[src/rtl/bde_pkg.sv]
package bde_pkg;
  // Unsigned width holding the sum of n magnitudes of sw-bit signed samples.
  function automatic int mag_width(input int sw, input int n);
    return sw + $clog2(n);
  endfunction
endpackage

[src/rtl/bde_sum.sv]
module bde_sum #(
  parameter int N_FEED = 8,
  parameter int SAMP_W = 16,
  parameter int MAG_W  = 19
) (
  input  logic [N_FEED*SAMP_W-1:0] cur_in,
  input  logic [N_FEED-1:0]        zone_en,
  output logic [MAG_W-1:0]         op_mag,
  output logic [MAG_W-1:0]         res_raw
);
  localparam int SUM_W = MAG_W + 1;

  logic signed [SUM_W-1:0] term_s [N_FEED];
  logic        [MAG_W-1:0] term_a [N_FEED];
  logic signed [SUM_W-1:0] acc_s;
  logic        [MAG_W-1:0] acc_a;

  for (genvar g = 0; g < N_FEED; g++) begin : g_feed
    logic signed [SAMP_W-1:0] smp;
    logic signed [SUM_W-1:0]  ext;
    logic signed [SUM_W-1:0]  mag;
    assign smp = cur_in[g*SAMP_W +: SAMP_W];
    assign ext = {{(SUM_W-SAMP_W){smp[SAMP_W-1]}}, smp};
    assign mag = ext[SUM_W-1] ? -ext : ext;
    assign term_s[g] = zone_en[g] ? ext : '0;
    assign term_a[g] = zone_en[g] ? mag[MAG_W-1:0] : '0;
  end

  always_comb begin
    acc_s = '0;
    acc_a = '0;
    for (int i = 0; i < N_FEED; i++) begin
      acc_s = acc_s + term_s[i];
      acc_a = acc_a + term_a[i];
    end
  end

  logic signed [SUM_W-1:0] neg_s;
  assign neg_s   = -acc_s;
  assign op_mag  = acc_s[SUM_W-1] ? neg_s[MAG_W-1:0] : acc_s[MAG_W-1:0];
  assign res_raw = acc_a;
endmodule

[src/rtl/bde_smooth.sv]
module bde_smooth #(
  parameter int MAG_W    = 19,
  parameter int TAU_SAMP = 115
) (
  input  logic             clk,
  input  logic             rst,
  input  logic             vld,
  input  logic [MAG_W-1:0] raw,
  output logic [MAG_W-1:0] held,
  output logic [MAG_W-1:0] held_nxt
);
  localparam logic [MAG_W-1:0] TAU_V = MAG_W'(TAU_SAMP);

  logic [MAG_W-1:0] step_q;
  logic [MAG_W-1:0] dec;
  logic             first_q;
  logic             cap;

  always_comb begin
    dec      = (held >= step_q) ? held - step_q : '0;
    cap      = first_q || (raw > dec);
    held_nxt = cap ? raw : dec;
  end

  always_ff @(posedge clk) begin
    if (rst) begin
      held    <= '0;
      step_q  <= '0;
      first_q <= 1'b1;
    end else if (vld) begin
      held    <= held_nxt;
      first_q <= 1'b0;
      if (cap) step_q <= raw / TAU_V;
    end
  end
endmodule

[src/rtl/bde_cmp.sv]
module bde_cmp #(
  parameter int MAG_W = 19,
  parameter int K_W   = 8
) (
  input  logic [MAG_W-1:0] iop,
  input  logic [MAG_W-1:0] smooth,
  input  logic [MAG_W-1:0] pickup,
  input  logic [K_W-1:0]   k_frac,
  output logic             operate
);
  localparam int PW = MAG_W + K_W;

  logic [PW-1:0] lhs;
  logic [PW-1:0] rhs;

  assign lhs     = {iop, {K_W{1'b0}}};
  assign rhs     = PW'(k_frac) * PW'(smooth);
  assign operate = (iop > pickup) && (lhs > rhs);
endmodule

[src/rtl/busdiff_eval.sv]
module busdiff_eval #(
  parameter int N_FEED   = 8,
  parameter int SAMP_W   = 16,
  parameter int K_W      = 8,
  parameter int TAU_SAMP = 115,
  localparam int MAG_W   = bde_pkg::mag_width(SAMP_W, N_FEED)
) (
  input  logic                     clk,
  input  logic                     rst,
  input  logic                     samp_vld,
  input  logic [N_FEED*SAMP_W-1:0] cur_in,
  input  logic [N_FEED-1:0]        zone_en,
  input  logic [MAG_W-1:0]         pickup,
  input  logic [K_W-1:0]           k_frac,
  output logic [MAG_W-1:0]         iop_out,
  output logic [MAG_W-1:0]         smooth_out,
  output logic                     operate_out
);
  logic [MAG_W-1:0] op_mag;
  logic [MAG_W-1:0] res_raw;
  logic [MAG_W-1:0] held_nxt;
  logic             op_nxt;

  bde_sum #(.N_FEED(N_FEED), .SAMP_W(SAMP_W), .MAG_W(MAG_W)) u_sum (
    .cur_in (cur_in),
    .zone_en(zone_en),
    .op_mag (op_mag),
    .res_raw(res_raw)
  );

  bde_smooth #(.MAG_W(MAG_W), .TAU_SAMP(TAU_SAMP)) u_smooth (
    .clk     (clk),
    .rst     (rst),
    .vld     (samp_vld),
    .raw     (res_raw),
    .held    (smooth_out),
    .held_nxt(held_nxt)
  );

  bde_cmp #(.MAG_W(MAG_W), .K_W(K_W)) u_cmp (
    .iop    (op_mag),
    .smooth (held_nxt),
    .pickup (pickup),
    .k_frac (k_frac),
    .operate(op_nxt)
  );

  always_ff @(posedge clk) begin
    if (rst) begin
      iop_out     <= '0;
      operate_out <= 1'b0;
    end else if (samp_vld) begin
      iop_out     <= op_mag;
      operate_out <= op_nxt;
    end
  end
endmodule

[config.mk]
export PLATFORM = sky130hd
export DESIGN_NAME = busdiff_eval
export DESIGN_NICKNAME = d
export VERILOG_FILES = /design/src/rtl/bde_pkg.sv /design/src/rtl/bde_sum.sv /design/src/rtl/bde_smooth.sv /design/src/rtl/bde_cmp.sv /design/src/rtl/busdiff_eval.sv
export SDC_FILE = /design/constraint.sdc
export NUM_CORES = 1
export LEC_CHECK = 0
export BUFFER_PORTS_ARGS = -buffer_cell sky130_fd_sc_hd__buf_2
export CORE_MARGIN = 4
export CORE_UTILIZATION = 40
export DETAILED_ROUTE_END_ITERATION = 10
export HOLD_SLACK_MARGIN = 0.12
export REMOVE_ABC_BUFFERS = 1
export SETUP_SLACK_MARGIN = 0.05
export SLEW_MARGIN = 10
export SYNTH_ARGS = -nofsm -noshare
export SYNTH_HDL_FRONTEND = slang
export SYNTH_SLANG_ARGS = --single-unit
[constraint.sdc]
create_clock -name clk -period 35.8 [get_ports clk]
set_input_delay 3.58 -clock clk [delete_from_list [all_inputs] [get_ports clk]]
set_output_delay 3.58 -clock clk [all_outputs]
set_load 0.01 [all_outputs]
== After elaboration in Yosys (flattened, before gate mapping) ==
Cells that the tools add are included.

* Add/subtract/negate cells: 24
* Multipliers: 1
* Div/mod/pow operators: 1
* Order comparisons: 4
* Mux-type cells: 27
* Reduce and logical (&&, ||, !) cells: 3

{| class="wikitable"
|+ Operators with widths
! kind !! count
|-
| $mux 19 || 19
|-
| $mux 20 || 8
|-
| $neg 16->19 || 8
|-
| $add 20x20->20 || 7
|-
| $add 19x19->19 || 7
|-
| $gt 19x19->1 || 2
|-
| $gt 27x27->1 || 1
|-
| $mul 8x19->27 || 1
|-
| $div 19x7->19 const B || 1
|-
| $ge 19x19->1 || 1
|-
| $neg 19->19 || 1
|-
| $sub 19x19->19 || 1
|-
| $reduce_and 2->1 || 1
|-
| $logic_and 1x1->1 || 1
|-
| $logic_or 1x1->1 || 1
|}

* Register bits after elaboration: 59
* Input bits: 166
* Output and inout bits: 39
* Logic and storage cells: 65

== Logic depth before layout (Yosys ltp) ==
* Depth after elaboration: 16
* Gate-level depth with buffers: 80
* Gate-level depth less buffers: 77

== Modules after synthesis ==
From an unflattened synthesis, not the netlist that was laid out.

* Cells, all modules: 2846
* Area total of the unflattened synthesis: 23082.1 um^2

{| class="wikitable"
|+ By module, submodules not included
! module !! times used !! cells each !! area each (um^2) !! seq. area each (um^2)
|-
| bde_sum || 1 || 1278 || 10576.4 || 0.0
|-
| bde_smooth || 1 || 820 || 6058.3 || 660.6
|-
| bde_cmp || 1 || 684 || 5741.8 || 0.0
|-
| busdiff_eval || 1 || 64 || 705.7 || 400.4
|}

== Least setup slack after synthesis ==
OpenSTA, ideal clock, no wires.

* Path type: input port to flip-flop
* From: input port cur_in[51]
* To: register operate_out
* Library setup time: 0.070 ns
* Arrival time: 17.872 ns
* Required time: 35.730 ns
* Slack: 17.858 ns
* Stages on the path: 64
* Buffers on the path: 3
* Path through: or3_1 nor3_1 nand3_1 or4_1 or4b_2 fa_1 inv_1 fa_1 inv_1 fa_1 fa_1 inv_1 ha_1 buf_2 o21ai_1 or2_0 a221o_1 nor4_4 [28 not listed] a21oi_1 o21ai_0 a21oi_1 o21ai_0 a21oi_1 o21bai_1 a21oi_1 o21bai_1 a21oi_1 xnor2_1 ha_1 and4_1 nand3_1 nor2_1 a211oi_1 a2111oi_0 o41ai_1 a21oi_1

* Cells in the longest elaborated chain, start to end: 14
* Elaborated cells between the ends (all ways): 23
* Classes of those cells: add/sub: 12; mul: 1; order compare: 3; mux: 5; reduce/logical: 2

{| class="wikitable"
|+ Ends and longest elaborated chain
! what !! line !! source
|-
| from (decl) || busdiff_eval.sv:11 || <nowiki>input logic [N_FEED*SAMP_W-1:0] cur_in,</nowiki>
|-
| $neg 16->19 || bde_sum.sv:24 || <nowiki>assign mag = ext[SUM_W-1] ? -ext : ext;</nowiki>
|-
| $mux 19 || bde_sum.sv:24 ||
|-
| $mux 19 || bde_sum.sv:26 || <nowiki>assign term_a[g] = zone_en[g] ? mag[MAG_W-1:0] : '0;</nowiki>
|-
| $add 19x19->19 (5 in a row) || bde_sum.sv:34 || <nowiki>acc_a = acc_a + term_a[i];</nowiki>
|-
| $gt 19x19->1 || bde_smooth.sv:21 || <nowiki>cap = first_q || (raw > dec);</nowiki>
|-
| $logic_or 1x1->1 || bde_smooth.sv:21 ||
|-
| $mux 19 || bde_smooth.sv:22 || <nowiki>held_nxt = cap ? raw : dec;</nowiki>
|-
| $mul 8x19->27 || bde_cmp.sv:17 || <nowiki>assign rhs = PW'(k_frac) * PW'(smooth);</nowiki>
|-
| $gt 27x27->1 || bde_cmp.sv:18 || <nowiki>assign operate = (iop > pickup) && (lhs > rhs);</nowiki>
|-
| $logic_and 1x1->1 (*) || bde_cmp.sv:18 ||
|-
| to (signal assigned) || busdiff_eval.sv:54 || <nowiki>operate_out <= op_nxt;</nowiki>
|-
| to (decl) || busdiff_eval.sv:17 || <nowiki>output logic operate_out</nowiki>
|}

Every way passes the cells marked *; elsewhere a longest branch is shown, timed or not.
A chain may end at the register's enable or synchronous reset.

== Final worst setup path ==
Same ends and word-level chain as after synthesis.

==> metrics.json <==
{
  "status": {
    "status": "complete, no violations"
  },
  "drt": {
    "vias": 20309,
    "detail_route.iter0.violations": 1380,
    "vias_per_cell": 5.52,
    "final_antenna_net_count": 0,
    "remaining_drc_errors": 0,
    "postRouteWirelength_um": 70300,
    "routed_wirelength_normalized_by_instance_count_um": 19.1,
    "drt-pass1-iter-count": 5
  },
  "cts": {
    "postCtsSetupRepairBufs": 0,
    "clk_transition_reported_paths_ns": 0.09,
    "clock_insertion_delay_at_the_later_pin_of_the_skew_report_ns": 0.33,
    "cts_buffers": 5,
    "clock_tree.root_cell": "clkbuf_16",
    "clkSinkCount": 53,
    "ctsHtreeMaxLevel": 2,
    "cts_tree": "done",
    "post_cts.resized_instances": 0,
    "cts_hold_repair.buffers": 0,
    "clock_path_buffers": 2
  },
  "finish": {
    "area_delta_synth_final_pct": 8.74,
    "layout.cells.most_common_list": "inv_1, nand2_1, fa_1",
    "num-nets-final": 3565,
    "multi_input_area_um2": 19700,
    "mostFrequentLayoutCell": "inv_1",
    "final_layout_size_suffix_gt1_share_pct": 11.2,
    "register_area_um2": 1060,
    "layout.filler_cells": 5600
  },
  "critical_path": {
    "worstSetupPathType": "input port to register",
    "setup.worst_path.start_class": "input port",
    "worst_ep_arrival_time_ns": 20.41,
    "critical_path.max_stage_delay_ns": 0.91,
    "worst-path-max-fanout": 12,
    "required_ns": 36.05,
    "path_delay_family": "compound AO/OA/AOI/OAI gates",
    "most_frequent_cell_on_critical_path": "a21oi_1",
    "critical_path.n_buffers_inverters": 7,
    "cp-end-kind": "register",
    "cell_with_the_largest_stage_delay_on_the_worst_path": "a2111oi_0"
  },
  "die": {
    "io-pin-count": 205,
    "floorplan.die_area_um2": 59800,
    "die_y_extent_um": 244,
    "initial_core_util_pct": 40.5,
    "die_width_um": 244,
    "design.core.area_um2": 55200,
    "placement_rows": 86
  },
  "hold_path": {
    "hold_path.class": "register to register"
  },
  "synthesis": {
    "yosys-top-cells-area": "fa_1, ha_1, xnor2_1",
    "ys_seq_area_share_pct": 4.74,
    "share_of_flip_flops_with_an_asynchronous_set_or_reset_pct": 0,
    "synth-seq-cells": 53,
    "post_synth_num_cell_types": 126,
    "synth_area_leader_cell": "fa_1",
    "yosys_warnings": 0,
    "synth_cells": 2773,
    "post_synth_instance_area_um2": 22400,
    "synth_top_flop_cell": "dfxtp_1",
    "synth_top_cell_area_share_pct": 27.4,
    "count_of_flip_flops_with_a_built_in_enable_after_synthesis": 0,
    "syn_avg_cell_area_um2": 8.06
  },
  "run": {
    "cap_viol_max_count": 0
  },
  "timing": {
    "hold_viol_final": 0,
    "period_needed_ns": 20.15,
    "setup_viol_count_final": 0,
    "postLayoutSetupSlackWorst_ns": 15.65,
    "finalClockSkew_ns": 0.00797,
    "grt_setup_unrepaired": "no",
    "relSlewSlack_pct": 26.4,
    "actual_slew_at_the_worst_max_slew_pin_ns": 1.08,
    "totalNegativeSetupSlack_ns": 0,
    "final_max_slew_viol_count": 0,
    "max_clk_rate_mhz": 49.6,
    "timing.final.crit_share_pct": 56.3
  },
  "global_routing": {
    "global_route.overflow_total": 0,
    "grt_pass1_vias": 20841,
    "grt_first_pass_wirelength_um": 112000,
    "grt_util_all_layers_pct": 23.2,
    "antenna_found_initial": 7,
    "grt_start_max_net_pins": 54
  },
  "place": {
    "portBuffers": 204,
    "gp_congestion": 0.991,
    "place_worst_setup_slack_ns": 15.20,
    "post-dp-hpwl_um": 59500
  }
}
[routing by layer]
metal,track usage (%),part of all wire [%],vias to the layer above
met4,5.62,2.6,8
met1,31.2,44,9937
met3,2.59,5.6,104
li1,-,-,9576
met5,0,0.068,-
met2,40.0,47,684
[synth_stat cells (all sizes together) (29+ instances only)]
cell      n
inv     343
nand2   322
fa      306
and2    213
xnor2   181
nor2    172
ha      163
a21oi   143
o21ai   101
clkbuf   69
nor3     59
dfxtp    53
a21o     42
mux2i    38
o31ai    34
or3      34
a211oi   32
xor2     31
nand3    30
nor2b    30
nand2b   29
[tightest hold or removal path, stage by stage (launching register included)]
cell,delay (ns)
dfxtp_1,0.32
nand2_1,0.05
a21oi_1,0.06
[sequential cells by signal (all words and copies together) (netlist names)]
| register | count |
|---|---|
| u_smooth.held | 19 |
| u_smooth.step_q | 13 |
| operate_out | 1 |
| iop_out | 19 |
| u_smooth.first_q | 1 |
[final timing paths]
kind                                         start                          endpoint  slack, ns  cells after the start
setup / recovery                        cur_in[51]          operate_out$_SDFFE_PP0P_      15.65                     62
hold / removal    u_smooth.step_q[12]$_SDFFE_PP0P_  u_smooth.step_q[12]$_SDFFE_PP0P_       0.47                      2
setup reg to reg   u_smooth.step_q[1]$_SDFFE_PP0P_          operate_out$_SDFFE_PP0P_      19.86                     71
hold reg to reg   u_smooth.step_q[12]$_SDFFE_PP0P_  u_smooth.step_q[12]$_SDFFE_PP0P_       0.47                      2
[metrics by stage]
| step | std cells | instance area (um^2) | hold WS (ns) | util [%] |
|---|---|---|---|---|
| 2_1_floorplan | 2696 | 22000 | 0.430 | - |
| 3_3_place_gp | 3671 | 24200 | 0.445 | 43.8 |
| 3_5_place_dp | 3671 | 24200 | 0.456 | 43.8 |
| 4_1_cts | 3679 | 24300 | 0.468 | 44.0 |
| 5_1_grt | 3681 | 24300 | 0.493 | 44.1 |
| 6_report | 3681 | 24300 | 0.467 | 44.1 |
[area by class of cell]
| class | instances | area share (%) |
|---|---|---|
| Clock inverter | 3 | 0.108 |
| Timing Repair Buffer | 227 | 4.91 |
| Clock buffer | 5 | 0.515 |
| Inverter | 347 | 5.36 |
| Antenna cell | 2 | 0.0206 |
| Tap cell | 748 | 3.85 |
| Sequential cell | 53 | 4.36 |
| Multi-Input combinational cell | 2296 | 80.9 |
[kinds of logic (layout without fill, tap and decap cells)]
| family | after synthesis | after routing | share of synthesized area, % |
|---|---|---|---|
| other | 2 | 18 | 0.0336 |
| and+or+nand+nor | 1013 | 1013 | 23.0 |
| muxes | 41 | 41 | 1.92 |
| xor gates and xnor gates | 212 | 212 | 8.59 |
| DFF | 53 | 53 | 4.74 |
| buffers and inverters | 438 | 582 | 7.56 |
| AOI/OAI and AO/OA | 542 | 542 | 17.4 |
| adders and majority gates | 472 | 472 | 36.7 |
Power is left out: the tool's default activity adds up to more than one toggle a clock period on the data nets, which glitch-free logic cannot reach.
